File: src/rtl/ecb_pkg.sv
package ecb_pkg;

    localparam int FLD_W = 3;

    typedef enum logic [FLD_W-1:0] {
        FLD_PINS = 3'd0,
        FLD_POL  = 3'd1,
        FLD_IEN  = 3'd2,
        FLD_CEN  = 3'd3,
        FLD_FLAG = 3'd4,
        FLD_CMD  = 3'd5
    } fld_e;

    typedef struct packed {
        logic pol;
        logic ien;
        logic cen;
        logic cmd;
    } wr_strobe_t;

    function automatic int bank_bits(input int nb);
        return (nb > 1) ? $clog2(nb) : 1;
    endfunction

    function automatic wr_strobe_t decode_wr(input logic wr, input fld_e f);
        wr_strobe_t s;
        s.pol = wr && (f == FLD_POL);
        s.ien = wr && (f == FLD_IEN);
        s.cen = wr && (f == FLD_CEN);
        s.cmd = wr && (f == FLD_CMD);
        return s;
    endfunction

endpackage

File: src/rtl/ecb_sync.sv
module ecb_sync #(
    parameter int NUM_CH = 32
) (
    input  logic              clk,
    input  logic              rst,
    input  logic [NUM_CH-1:0] pin_i,
    output logic [NUM_CH-1:0] level_o,
    output logic [NUM_CH-1:0] prev_o
);
    logic [NUM_CH-1:0] stage1;
    logic [NUM_CH-1:0] stage2;
    logic [NUM_CH-1:0] stage3;

    // Inverted sense: a pin pulled low is a logical 1.
    always_ff @(posedge clk) begin
        if (rst) begin
            stage1 <= '0;
            stage2 <= '0;
            stage3 <= '0;
        end else begin
            stage1 <= ~pin_i;
            stage2 <= stage1;
            stage3 <= stage2;
        end
    end

    assign level_o = stage2;
    assign prev_o  = stage3;
endmodule

File: src/rtl/ecb_regif.sv
module ecb_regif import ecb_pkg::*; #(
    parameter int              NUM_CH  = 32,
    parameter int              DATA_W  = 16,
    parameter logic [NUM_CH-1:0] HW_MASK = '1,
    localparam int NUM_BANKS = NUM_CH / DATA_W,
    localparam int BANK_W    = bank_bits(NUM_BANKS),
    localparam int ADDR_W    = BANK_W + FLD_W
) (
    input  logic              clk,
    input  logic              rst,
    input  logic              wr_en,
    input  logic [ADDR_W-1:0] addr,
    input  logic [DATA_W-1:0] wdata,
    input  logic [NUM_CH-1:0] level,
    input  logic [NUM_CH-1:0] cap_en,
    input  logic [NUM_CH-1:0] flags,
    output logic [NUM_CH-1:0] pol_o,
    output logic [NUM_CH-1:0] ien_o,
    output logic [NUM_CH-1:0] cen_mask_o,
    output logic              cen_cmd_o,
    output logic [DATA_W-1:0] rdata
);
    logic [BANK_W-1:0] bank;
    fld_e              fld;
    wr_strobe_t        stb;
    logic              cmd_q;

    assign bank = addr[ADDR_W-1:FLD_W];
    assign fld  = fld_e'(addr[FLD_W-1:0]);
    assign stb  = decode_wr(wr_en, fld);

    always_ff @(posedge clk) begin
        if (rst)          cmd_q <= 1'b0;
        else if (stb.cmd) cmd_q <= wdata[0];
    end
    assign cen_cmd_o = cmd_q;

    for (genvar b = 0; b < NUM_BANKS; b++) begin : g_bank
        localparam int LO = b * DATA_W;
        localparam logic [DATA_W-1:0] HW = HW_MASK[LO +: DATA_W];
        logic              hit;
        logic [DATA_W-1:0] pol_q;
        logic [DATA_W-1:0] ien_q;

        assign hit = (bank == BANK_W'(b));

        always_ff @(posedge clk) begin
            if (rst) begin
                pol_q <= '0;
                ien_q <= '0;
            end else begin
                if (stb.pol && hit) pol_q <= wdata & HW;
                if (stb.ien && hit) ien_q <= wdata & HW;
            end
        end

        assign pol_o[LO +: DATA_W]      = pol_q;
        assign ien_o[LO +: DATA_W]      = ien_q;
        assign cen_mask_o[LO +: DATA_W] = (stb.cen && hit) ? (wdata & HW) : '0;
    end

    always_comb begin
        rdata = '0;
        for (int b = 0; b < NUM_BANKS; b++) begin
            if (bank == BANK_W'(b)) begin
                case (fld)
                    FLD_PINS: rdata = level[b*DATA_W +: DATA_W];
                    FLD_POL:  rdata = pol_o[b*DATA_W +: DATA_W];
                    FLD_IEN:  rdata = ien_o[b*DATA_W +: DATA_W];
                    FLD_CEN:  rdata = cap_en[b*DATA_W +: DATA_W];
                    FLD_FLAG: rdata = flags[b*DATA_W +: DATA_W];
                    FLD_CMD:  rdata = {{(DATA_W-1){1'b0}}, cmd_q};
                    default:  rdata = '0;
                endcase
            end
        end
    end
endmodule

File: src/rtl/ecb_capture.sv
module ecb_capture #(
    parameter int                NUM_CH  = 32,
    parameter logic [NUM_CH-1:0] HW_MASK = '1
) (
    input  logic              clk,
    input  logic              rst,
    input  logic [NUM_CH-1:0] level,
    input  logic [NUM_CH-1:0] prev,
    input  logic [NUM_CH-1:0] pol,
    input  logic [NUM_CH-1:0] cen_mask,
    input  logic              cen_cmd,
    output logic [NUM_CH-1:0] cap_en_o,
    output logic [NUM_CH-1:0] flag_o
);
    for (genvar i = 0; i < NUM_CH; i++) begin : g_ch
        if (HW_MASK[i]) begin : g_hw
            logic en_q;
            logic flag_q;
            logic en_d;
            logic hit;

            always_comb begin
                en_d = cen_mask[i] ? cen_cmd : en_q;
                hit  = pol[i] ? (level[i] & ~prev[i]) : (~level[i] & prev[i]);
            end

            // Flag survives only while the channel stays armed.
            always_ff @(posedge clk) begin
                if (rst) begin
                    en_q   <= 1'b0;
                    flag_q <= 1'b0;
                end else begin
                    en_q   <= en_d;
                    flag_q <= en_d & (flag_q | (en_q & hit));
                end
            end

            assign cap_en_o[i] = en_q;
            assign flag_o[i]   = flag_q;
        end else begin : g_none
            logic unused_in;
            assign unused_in   = ^{level[i], prev[i], pol[i], cen_mask[i]};
            assign cap_en_o[i] = 1'b0;
            assign flag_o[i]   = 1'b0;
        end
    end
endmodule

File: src/rtl/ecb_bank.sv
module ecb_bank import ecb_pkg::*; #(
    parameter int                NUM_CH  = 32,
    parameter int                DATA_W  = 16,
    parameter logic [NUM_CH-1:0] HW_MASK = 32'hFF0F_FFFF,
    localparam int NUM_BANKS = NUM_CH / DATA_W,
    localparam int ADDR_W    = bank_bits(NUM_BANKS) + FLD_W
) (
    input  logic              clk,
    input  logic              rst,
    input  logic [NUM_CH-1:0] pin_i,
    input  logic              wr_en,
    input  logic [ADDR_W-1:0] addr,
    input  logic [DATA_W-1:0] wdata,
    output logic [DATA_W-1:0] rdata,
    output logic              irq_o
);
    logic [NUM_CH-1:0] level;
    logic [NUM_CH-1:0] prev;
    logic [NUM_CH-1:0] pol;
    logic [NUM_CH-1:0] ien;
    logic [NUM_CH-1:0] cen_mask;
    logic              cen_cmd;
    logic [NUM_CH-1:0] cap_en;
    logic [NUM_CH-1:0] flags;

    ecb_sync #(.NUM_CH(NUM_CH)) u_sync (
        .clk     (clk),
        .rst     (rst),
        .pin_i   (pin_i),
        .level_o (level),
        .prev_o  (prev)
    );

    ecb_regif #(.NUM_CH(NUM_CH), .DATA_W(DATA_W), .HW_MASK(HW_MASK)) u_regif (
        .clk        (clk),
        .rst        (rst),
        .wr_en      (wr_en),
        .addr       (addr),
        .wdata      (wdata),
        .level      (level),
        .cap_en     (cap_en),
        .flags      (flags),
        .pol_o      (pol),
        .ien_o      (ien),
        .cen_mask_o (cen_mask),
        .cen_cmd_o  (cen_cmd),
        .rdata      (rdata)
    );

    ecb_capture #(.NUM_CH(NUM_CH), .HW_MASK(HW_MASK)) u_cap (
        .clk      (clk),
        .rst      (rst),
        .level    (level),
        .prev     (prev),
        .pol      (pol),
        .cen_mask (cen_mask),
        .cen_cmd  (cen_cmd),
        .cap_en_o (cap_en),
        .flag_o   (flags)
    );

    assign irq_o = |(flags & ien);
endmodule

File: config.mk
export PLATFORM = sky130hd
export DESIGN_NAME = ecb_bank
export DESIGN_NICKNAME = d
export VERILOG_FILES = /design/src/rtl/ecb_pkg.sv /design/src/rtl/ecb_sync.sv /design/src/rtl/ecb_regif.sv /design/src/rtl/ecb_capture.sv /design/src/rtl/ecb_bank.sv
export SDC_FILE = /design/constraint.sdc
export NUM_CORES = 1
export LEC_CHECK = 0
export BUFFER_PORTS_ARGS = -buffer_cell sky130_fd_sc_hd__buf_2
export CAP_MARGIN = 10
export CELL_PAD_IN_SITES_DETAIL_PLACEMENT = 1
export CELL_PAD_IN_SITES_GLOBAL_PLACEMENT = 1
export CORE_ASPECT_RATIO = 0.8
export CORE_UTILIZATION = 46
export CTS_CLUSTER_DIAMETER = 30
export CTS_CLUSTER_SIZE = 28
export DETAILED_ROUTE_END_ITERATION = 12
export GPL_ROUTABILITY_DRIVEN = 0
export PLACE_DENSITY = 0.9
export RECOVER_POWER = 50
export SLEW_MARGIN = 25
export SYNTH_ARGS = -nofsm -noshare
export SYNTH_HDL_FRONTEND = slang
export SYNTH_SLANG_ARGS = --single-unit
File: constraint.sdc
create_clock -name clk -period 1.5 [get_ports clk]
set_input_delay 0.15 -clock clk [delete_from_list [all_inputs] [get_ports clk]]
set_output_delay 0.15 -clock clk [all_outputs]
set_load 0.05 [all_outputs]
==> summary.txt, run 1 <==
Run status
  • Status: finished, violations left
  • Failing checks: setup timing

Drt
  • Routed wire length: 43.2 mm
  • DRC violations left: 0
  • Metal-1 WL: 15.4 mm
  • Met3 WL: 4.15 mm
  • WL per Instance: 29.4 um
  • Vias/cell: 6.43
  • Top routing layer used: met5
  • Post-DRT Antenna Nets: 0
  • Via count: 9469
  • Drt pass-1 iters: 6
  • DR iter-0 viols: 1042
  • Metal2 WL: 20.1 mm

Pwr
  • Worst vdd ir: 0.973 mV
  • PnR Total Power: 15.9 mW
  • PwrDens: 1290 nW/um^2
  • P_leak: 4.89 nW

Die
  • Die Ht: 125 um
  • Die width: 156 um
  • I/O pin cnt: 72
  • Core area: 18300 sq um
  • Die area: 19500 sq um
  • Initial Util: 47.6%
  • # rows: 44

Yosys
  • Post-synth top area share: 47.0%
  • Sequential area share after synthesis: 47.0%
  • Mapped Nets: 1042
  • Synth Area in XOR/XNOR: 0%
  • Synthesized instance count: 987
  • Largest family of logic cells by synthesized area: simple AND/OR/NAND/NOR gates
  • Main synth FF type: dfxtp_1
  • Register bit count reported by yosys: 205
  • Post-synthesis async set-or-reset flop share: 0%
  • Ys Warns: 0
  • Unique masters post-synth: 51
  • Avg Synthesized Cell Area: 8.84 sq um
  • Post-synthesis mux area share: 7.96%
  • Area fraction in compound gates after synthesis: 16.2%
  • Post-Synth Adder-Cell Area: 0%
  • Post-synth EDFFs: 0
  • Fraction of the mapped netlist area in simple logic gates: 22.8%
  • Cell taking the most area after synthesis: dfxtp_1
  • Synth top area cells: dfxtp_1 47%, nand2_1 7.0%, nor2b_1 4.7%
  • Synthesized area: 8730 sq um

Global route
  • Initial antenna violation count: 2
  • Global Route Usage Sum: 41.0%
  • Pin count of the biggest net entering global routing: 57
  • Vias in the first global route: 10200
  • Total congestion overflow: 0
  • First-pass GRT wire length: 59.8 mm

Setup path
  • Critical Path AT: 2.14 ns
  • Startpoint Class: flop
  • FF-to-FF Start: u_regif.cen_cmd_o
  • CP endpoint kind: output port
  • CP startpoint: u_cap.g_ch[26].g_hw.flag_q
  • Critical Path Fanout Max: 3
  • Setup Crit Path Kind: reg -> out
  • Worst path required time: 1.35 ns

Final layout
  • Final net count: 1248
  • Final Cell Area: 12400 sq um
  • Commonest non-fill, non-tap cell in the layout: dfxtp_1
  • Share of cells above drive strength 1: 33.1%
  • Cell Count, Final, Fillers Out: 1473
  • Layout area overhead: 42.1%
  • Most frequent cells in the layout: 164 x dfxtp_1, 159 x nand2_1, 97 x buf_4

STA
  • F_max: 436 MHz
  • Final worst slack: -0.792 ns
  • Hold Fails Final Rpt: 0
  • Min Tclk post-route: 2.29 ns
  • Period utilization: 153%
  • Worst slew pin tran: 1.33 ns
  • Clock skew: 0.0219 ns
  • Relative slew slack: 11.1%
  • Max-slew violations: 0
  • Final setup fails: 38
  • RSZ-0062 raised after global routing: yes

Placement
  • Cell Area, Placed: 10100 sq um
  • HPWL Detailed: 20.4 mm
  • IO buf count: 71
  • Cells after DPL: 1346

Min path
  • HP Class: in -> reg
  • Hold path start: wr_en

Clocking
  • CTS Buffer Depth: 3
  • CTS buffer count: 36
  • Clock Latency Late Sink: 0.54 ns
  • Clk root buf: clkbuf_16
  • CTS tree: done
  • H-tree depth: 2
  • CTS clk-pin slew, worst paths: 0.05 ns
  • Num Clock Sinks: 205

Run
  • Maxcap violations: 0
==> synth_stat cells (24+ instances only) <==
cell / number
dfxtp_1: 205
nand2_1: 163
o21ai_0: 36
nor2b_1: 66
inv_1: 32
a22oi_1: 25
nor2_1: 97
mux2_2: 24
mux2i_1: 39
nor3b_1: 28
clkbuf_1: 26
a21oi_1: 64
==> path summary, 6_finish.rpt <==
path | end | slack [ns] | cells past startpoint
hold / removal | u_regif.cen_cmd_o | 0.11 | 4
setup reg to reg | u_cap.g_ch[9].g_hw.flag_q | 0.02 | 3
setup / recovery | irq_o | -0.79 | 4
hold reg to reg | u_sync.level_o[6] | 0.43 | 1
==> layer usage <==
layer	vias up	GRT usage, %
li1	3824	-
met1	4604	45.0
met2	743	68.9
met3	296	10.9
met4	2	28.7
met5	-	0
==> cell families (layout without fill, tap and decap cells) <==
logic type	count (synthesis)	count (layout)
buffers and inverters	100	332
AND/OR/NAND/NOR	408	408
multiplexers	65	65
other	0	1
AO/OA/AOI/OAI	209	209
flip-flops	205	205
==> power by group <==
| group | internal [mW] | switching (mW) |
|---|---|---|
| clock network | 5.53 | 3.34 |
| registers | 5.56 | 0.104 |
| logic | 0.568 | 0.833 |
==> cell type report <==
cell class | count | area [sq um]
Timing Repair Buffer | 236 | 1940
Inverter | 32 | 120
Sequential cell | 205 | 4170
Fill cell | 1997 | 5930
Tap cell | 253 | 317
Antenna cell | 1 | 2.50
Clock inverter | 24 | 317
Multi-Input combinational cell | 682 | 4590
Clock buffer | 40 | 947
==> sequential cells by signal, indices dropped and copies added (netlist names) <==
name,flops
u_regif.cen_cmd_o,1
u_sync.stage1,32
u_sync.prev_o,28
u_cap.g_ch.g_hw.en_q,28
u_regif.g_bank.pol_q,28
u_sync.level_o,32
u_regif.g_bank.ien_q,28
u_cap.g_ch.g_hw.flag_q,28
==> stage by stage <==
stage / hold WS [ns] / TNS, ns / setup slack, ns / utilization, %
after floorplan: 0.222 / -0.0425 / -0.0399 / -
final: 0.115 / -8.65 / -0.792 / 67.6
after global routing: 0.135 / -9.31 / -0.807 / 67.6
after global placement: 0.306 / -14.06 / -0.287 / 54.9
after CTS: 0.0437 / -6.52 / -0.535 / 67.0
after detailed placement: 0.309 / -20.47 / -0.311 / 54.9
==> worst max-delay path, stage by stage (launching register included) <==
cell and delay [ns]:
dfxtp_2 0.36, a22o_1 0.25, a221oi_1 0.41, nand4_1 0.34
buf_6 0.26
==> timing repair <==
item	in CTS	in global routing
endpoints found under the setup margin	17	17
resized for setup	118	42
pin swaps	25	23
buffers inserted	7	7
endpoints found under the hold margin	74	0
hold buffers	48	0
Note: power is estimated with default switching activity, not from simulation.
==> run 2, diff against run 1 <==
Settings changed: CORE_UTILIZATION 46 to 45, GPL_TIMING_DRIVEN from default to 1, PLACE_DENSITY 0.9 to 0.88.
==> summary.txt, run 2 (synthesis results as in run 1) <==
Die
  • Die area: 20000 sq um (was 19500 sq um)
  • # rows: 45 (was 44)
  • Initial Util: 46.0% (was 47.6%)
  • Core area: 19000 sq um (was 18300 sq um)
  • Die Ht: 127 um (was 125 um)
  • Die width: 158 um (was 156 um)
  • I/O pin cnt: 72 (unchanged)

Global route
  • Initial antenna violation count: 2 (unchanged)
  • Total congestion overflow: 0 (unchanged)
  • First-pass GRT wire length: 52.6 mm (was 59.8 mm)
  • Global Route Usage Sum: 35.3% (was 41.0%)
  • Vias in the first global route: 9355 (was 10200)
  • Pin count of the biggest net entering global routing: 49 (was 57)

STA
  • Relative slew slack: 34.9% (was 11.1%)
  • Clock skew: 0.0123 ns (was 0.0219 ns)
  • Hold Fails Final Rpt: 0 (unchanged)
  • Final worst slack: -0.508 ns (was -0.792 ns)
  • Final setup fails: 17 (was 38)
  • Min Tclk post-route: 2.01 ns (was 2.29 ns)
  • F_max: 498 MHz (was 436 MHz)
  • Max-slew violations: 0 (unchanged)
  • Worst slew pin tran: 0.976 ns (was 1.33 ns)
  • RSZ-0062 raised after global routing: yes (unchanged)
  • Hold slack: 0.0431 ns (was 0.115 ns)
  • Setup_tns: -6.55 ns (was -8.65 ns)
  • Period utilization: 134% (was 153%)

Final layout
  • Commonest non-fill, non-tap cell in the layout: dfxtp_1 (unchanged)
  • Antenna diodes: 0 (was 1)
  • Fillers: 2072 (was 1997)
  • Final Core Density: 64.6% (was 67.6%)
  • Share of cells above drive strength 1: 31.8% (was 33.1%)
  • Layout area overhead: 40.4% (was 42.1%)
  • Most frequent cells in the layout: 161 x dfxtp_1, 160 x nand2_1, 94 x nor2_1 (was 164 x dfxtp_1, 159 x nand2_1, 97 x buf_4)
  • Final net count: 1234 (was 1248)
  • Cell Count, Final, Fillers Out: 1464 (was 1473)

Setup path
  • CP startpoint: u_regif.g_bank[0].ien_q[14] (was u_cap.g_ch[26].g_hw.flag_q)
  • CP endpoint kind: output port (unchanged)
  • Worst path required time: 1.35 ns (about the same)
  • R2R depth: 3 (unchanged)
  • FF-to-FF Start: u_regif.cen_cmd_o (unchanged)
  • Reg2reg setup slack: 0.17 ns (was 0.02 ns)
  • Critical Path AT: 1.86 ns (was 2.14 ns)
  • Critical Path Fanout Max: 3 (unchanged)
  • Setup Crit Path Kind: reg -> out (unchanged)
  • Startpoint Class: flop (unchanged)
  • Worst r2r dst: u_cap.g_ch[17].g_hw.flag_q (was u_cap.g_ch[9].g_hw.flag_q)

Clocking
  • CTS buffer count: 38 (was 36)
  • Num Clock Sinks: 205 (unchanged)
  • Clk root buf: clkbuf_16 (unchanged)
  • CTS Buffer Depth: 3 (unchanged)
  • Clock Latency Late Sink: 0.51 ns (was 0.54 ns)
  • CTS tree: done (unchanged)
  • CTS clk-pin slew, worst paths: 0.05 ns (about the same)
  • H-tree depth: 2 (unchanged)

Min path
  • Hold path start: wr_en (unchanged)
  • Hold EP: u_regif.cen_cmd_o (unchanged)
  • HP Class: in -> reg (unchanged)
  • WHS Path Cells: 4 (unchanged)

Placement
  • HPWL Detailed: 20.2 mm (was 20.4 mm)
  • Cells after DPL: 1336 (was 1346)
  • IO buf count: 71 (unchanged)

Drt
  • Vias/cell: 5.88 (was 6.43)
  • Via count: 8614 (was 9469)
  • DRC violations left: 0 (unchanged)
  • Post-DRT Antenna Nets: 0 (unchanged)
  • DR iter-0 viols: 626 (was 1042)
  • Drt pass-1 iters: 5 (was 6)
  • WL per Instance: 24.0 um (was 29.4 um)
  • Routed wire length: 35.1 mm (was 43.2 mm)

Run status
  • Status: finished, violations left (unchanged)
  • Failing checks: setup timing (unchanged)

Pwr
  • P_leak: 4.83 nW (was 4.89 nW)
  • Worst vdd ir: 0.886 mV (was 0.973 mV)
  • PwrDens: 1280 nW/um^2 (was 1290 nW/um^2)

Run
  • Maxcap violations: 0 (unchanged)
[run 2: final cells by class]
cell class	count	area (sq um)	share of cell area [%]
Clock buffer	49	1110	9.03
Tap cell	258	323	2.63
Inverter	32	120	0.980
Multi-Input combinational cell	682	4570	37.3
Sequential cell	205	4160	34.0
Clock inverter	18	191	1.56
Timing Repair Buffer	220	1780	14.5
[run 2: critical path, cell delays in order, from the launching register on]
cell and delay [ns]:
dfxtp_2 0.37, nor2b_4 0.20, a211oi_2 0.07, o32a_1 0.35
a21oi_4 0.18, buf_6 0.18
[run 2: worst max-delay path by stage]
stage | cells after the start | end | slack (ns)
2_1_floorplan | 6 | rdata[13] | -0.04
3_3_place_gp | 6 | rdata[10] | -0.29
3_5_place_dp | 6 | rdata[10] | -0.35
4_1_cts | 6 | irq_o | -0.56
5_1_grt | 6 | rdata[0] | -0.56
6_report | 5 | rdata[14] | -0.51
[run 2: timing repair]
item | 4_1_cts | 5_1_grt
hold endpoints to repair | 78 | 0
setup endpoints to repair | 17 | 17
resized for setup | 117 | 33
pin swaps | 31 | 19
buffers inserted | 5 | 2
hold buffers | 54 | 0
[run 2: metrics by stage]
stage                     cell area (sq um)  power (mW)  worst slack, ns
after floorplan                        8880        6.35          -0.0399
after global placement                 9920        6.75           -0.287
after detailed placement               9920        6.78           -0.351
after CTS                             12200        15.6           -0.563
after global routing                  12300        16.1           -0.559
final                                 12300        15.7           -0.508
[run 2: layer usage]
metal | part of all wire (%) | track usage, % | up-vias | routed length, um
met3 | 6.9 | 7.99 | 138 | 2420
met2 | 51 | 62.1 | 445 | 17800
met1 | 38 | 39.4 | 4247 | 13300
li1 | - | - | 3784 | -
met4 | 4.5 | 19.0 | 0 | 1580
met5 | 0 | 0 | - | 0
[run 2: power breakdown]
group          internal (mW)  switching (mW)
sequential              5.57          0.0931
clock                   5.61            3.12
combinational          0.539           0.749
total                   11.7            3.96
==> run 3, diff against run 2 <==
Settings changed: CTS_BUF_LIST from default to sky130_fd_sc_hd__clkbuf_2 sky130_fd_sc_hd__clkbuf_4 sky130_fd_sc_hd__clkbuf_8.
==> summary.txt, run 3 (synthesis results as in run 1) <==
Placement
  • HPWL Detailed: 20.2 mm (unchanged)
  • Cell Area, Placed: 9920 sq um (unchanged)
  • IO buf count: 71 (unchanged)

Setup path
  • Worst path required time: 1.35 ns (about the same)
  • CP startpoint: u_cap.g_ch[14].g_hw.flag_q (was u_regif.g_bank[0].ien_q[14])
  • Critical Path AT: 1.87 ns (was 1.86 ns)
  • Critical Path Fanout Max: 2 (was 3)
  • CP endpoint: irq_o (was rdata[14])
  • FF-to-FF Start: u_sync.level_o[26] (was u_regif.cen_cmd_o)
  • Startpoint Class: flop (unchanged)
  • Worst r2r dst: u_cap.g_ch[26].g_hw.flag_q (was u_cap.g_ch[17].g_hw.flag_q)
  • Reg2reg setup slack: 0.12 ns (was 0.17 ns)
  • R2R depth: 4 (was 3)
  • CP endpoint kind: output port (unchanged)
  • Setup Crit Path Kind: reg -> out (unchanged)

Drt
  • Routed wire length: 33.9 mm (was 35.1 mm)
  • WL per Instance: 23.0 um (was 24.0 um)
  • Drt pass-1 iters: 5 (unchanged)
  • DRC violations left: 0 (unchanged)
  • Vias/cell: 5.73 (was 5.88)
  • DR iter-0 viols: 605 (was 626)
  • Via count: 8441 (was 8614)
  • Post-DRT Antenna Nets: 0 (unchanged)

Global route
  • First-pass GRT wire length: 50.7 mm (was 52.6 mm)
  • Vias in the first global route: 9197 (was 9355)
  • Total congestion overflow: 0 (unchanged)
  • Initial antenna violation count: 1 (was 2)
  • M2 GR Usage: 59.4% (was 62.1%)
  • Global Route Usage Sum: 33.5% (was 35.3%)
  • GRT Max-Usage Layer: met2 (unchanged)
  • GR Util met3: 7.31% (was 7.99%)
  • Pin count of the biggest net entering global routing: 49 (unchanged)
  • Met1 capacity usage during global routing: 38.4% (was 39.4%)

Final layout
  • Final net count: 1243 (was 1234)
  • Antenna diodes: 0 (unchanged)
  • Most frequent cells in the layout: 160 x nand2_1, 153 x dfxtp_1, 94 x nor2_1 (was 161 x dfxtp_1, 160 x nand2_1, 94 x nor2_1)
  • Final Cell Area: 12000 sq um (was 12300 sq um)
  • Layout area overhead: 37.6% (was 40.4%)
  • Commonest non-fill, non-tap cell in the layout: nand2_1 (was dfxtp_1)
  • Share of cells above drive strength 1: 32.6% (was 31.8%)

STA
  • Hold Fails Final Rpt: 0 (unchanged)
  • Final setup fails: 93 (was 17)
  • RSZ-0062 raised after global routing: yes (unchanged)
  • Setup_tns: -13.52 ns (was -6.55 ns)
  • Max-slew violations: 0 (unchanged)
  • Relative slew slack: 26.7% (was 34.9%)
  • Final worst slack: -0.523 ns (was -0.508 ns)
  • Period utilization: 135% (was 134%)
  • F_max: 494 MHz (was 498 MHz)
  • Clock skew: 0.0246 ns (was 0.0123 ns)
  • Min Tclk post-route: 2.02 ns (was 2.01 ns)
  • Worst slew pin tran: 1.10 ns (was 0.976 ns)
  • Hold slack: 0.0225 ns (was 0.0431 ns)

Pwr
  • Worst vdd ir: 0.881 mV (was 0.886 mV)
  • P_leak: 4.72 nW (was 4.83 nW)
  • PwrDens: 1080 nW/um^2 (was 1280 nW/um^2)

Run
  • Maxcap violations: 0 (unchanged)

Clocking
  • Clk root buf: clkbuf_8 (was clkbuf_16)
  • CTS tree: done (unchanged)
  • Clock Latency Late Sink: 0.54 ns (was 0.51 ns)
  • CTS Buffer Depth: 3 (unchanged)
  • CTS buffer count: 38 (unchanged)
  • Num Clock Sinks: 205 (unchanged)
  • H-tree depth: 2 (unchanged)
  • CTS clk-pin slew, worst paths: 0.07 ns (was 0.05 ns)

Die
  • Initial Util: 46.0% (unchanged)
  • Die Ht: 127 um (unchanged)
  • Core area: 19000 sq um (unchanged)
  • Die width: 158 um (unchanged)
  • # rows: 45 (unchanged)
  • Die area: 20000 sq um (unchanged)
  • I/O pin cnt: 72 (unchanged)

Run status
  • Status: finished, violations left (unchanged)
  • Failing checks: setup timing (unchanged)

Min path
  • HP Class: in -> reg (unchanged)
-- run 3: changes by cell type in the layout (fill, tap and decap cells not counted), moves of 3 or more --
cell,before,now
clkbuf_16,41,0
buf_8,3,9
dfxtp_2,42,47
buf_6,14,10
clkbuf_8,5,46
buf_12,5,9
clkbuf_1,4,0
dfxtp_1,161,153
dlygate4sd3_1,54,64
dfxtp_4,2,5
-- run 3: critical path, stage by stage, from the launching register on --
cell	delay, ns
dfxtp_1	0.34
a22oi_1	0.30
nand4_1	0.17
nor2_2	0.16
nand4_1	0.17
buf_6	0.21
-- run 3: cell type report --
type / instances / area (sq um)
Clock buffer: 49 / 656
Clock inverter: 18 / 191
Fill cell: 2122 / 6970
Inverter: 32 / 120
Multi-Input combinational cell: 682 / 4570
Sequential cell: 205 / 4180
Tap cell: 258 / 323
Timing Repair Buffer: 229 / 1960
-- run 3: layer usage --
metal / wire, um / part of all wire (%) / up-vias
li1: - / - / 3793
met3: 1980 / 5.8 / 109
met5: 0 / 0 / -
met1: 13400 / 40 / 4206
met2: 17100 / 50 / 333
met4: 1380 / 4.1 / 0
-- run 3: worst min-delay path by stage --
stage	to	slack, ns	depth (start not counted)	startpoint
finish	u_regif.cen_cmd_o	0.02	4	wr_en
global route	u_regif.cen_cmd_o	0.07	4	wr_en
CTS	u_regif.cen_cmd_o	0.02	4	wr_en
detailed placement	u_sync.stage1[5]	0.31	2	pin_i[5]
global placement	u_sync.stage1[15]	0.30	2	pin_i[15]
floorplan	u_sync.stage1[0]	0.22	1	pin_i[0]
-- run 3: power by group --
| group | switching, mW | leakage (nW) | internal [mW] | total, mW |
|---|---|---|---|---|
| registers | 0.0916 | 1.70 | 5.56 | 5.65 |
| clock network | 2.66 | 0.441 | 3.32 | 5.99 |
| logic | 0.755 | 2.58 | 0.583 | 1.34 |
-- run 3: stage by stage --
step / utilization [%] / power (mW) / setup WS [ns] / instances
after detailed placement: 52.3 / 6.78 / -0.351 / 1336
after floorplan: - / 6.35 / -0.0399 / 987
after CTS: 62.4 / 12.9 / -0.545 / 1471
after global routing: 63.3 / 13.4 / -0.557 / 1473
final: 63.3 / 13.0 / -0.523 / 1473
after global placement: 52.3 / 6.75 / -0.287 / 1336
-- run 3: timing repair --
item / in CTS / in global routing
endpoints found under the hold margin: 98 / 0
hold buffers: 64 / 0
gates resized for setup: 116 / 49
setup buffers: 4 / 2
pin swaps: 29 / 21
endpoints found under the setup margin: 17 / 17
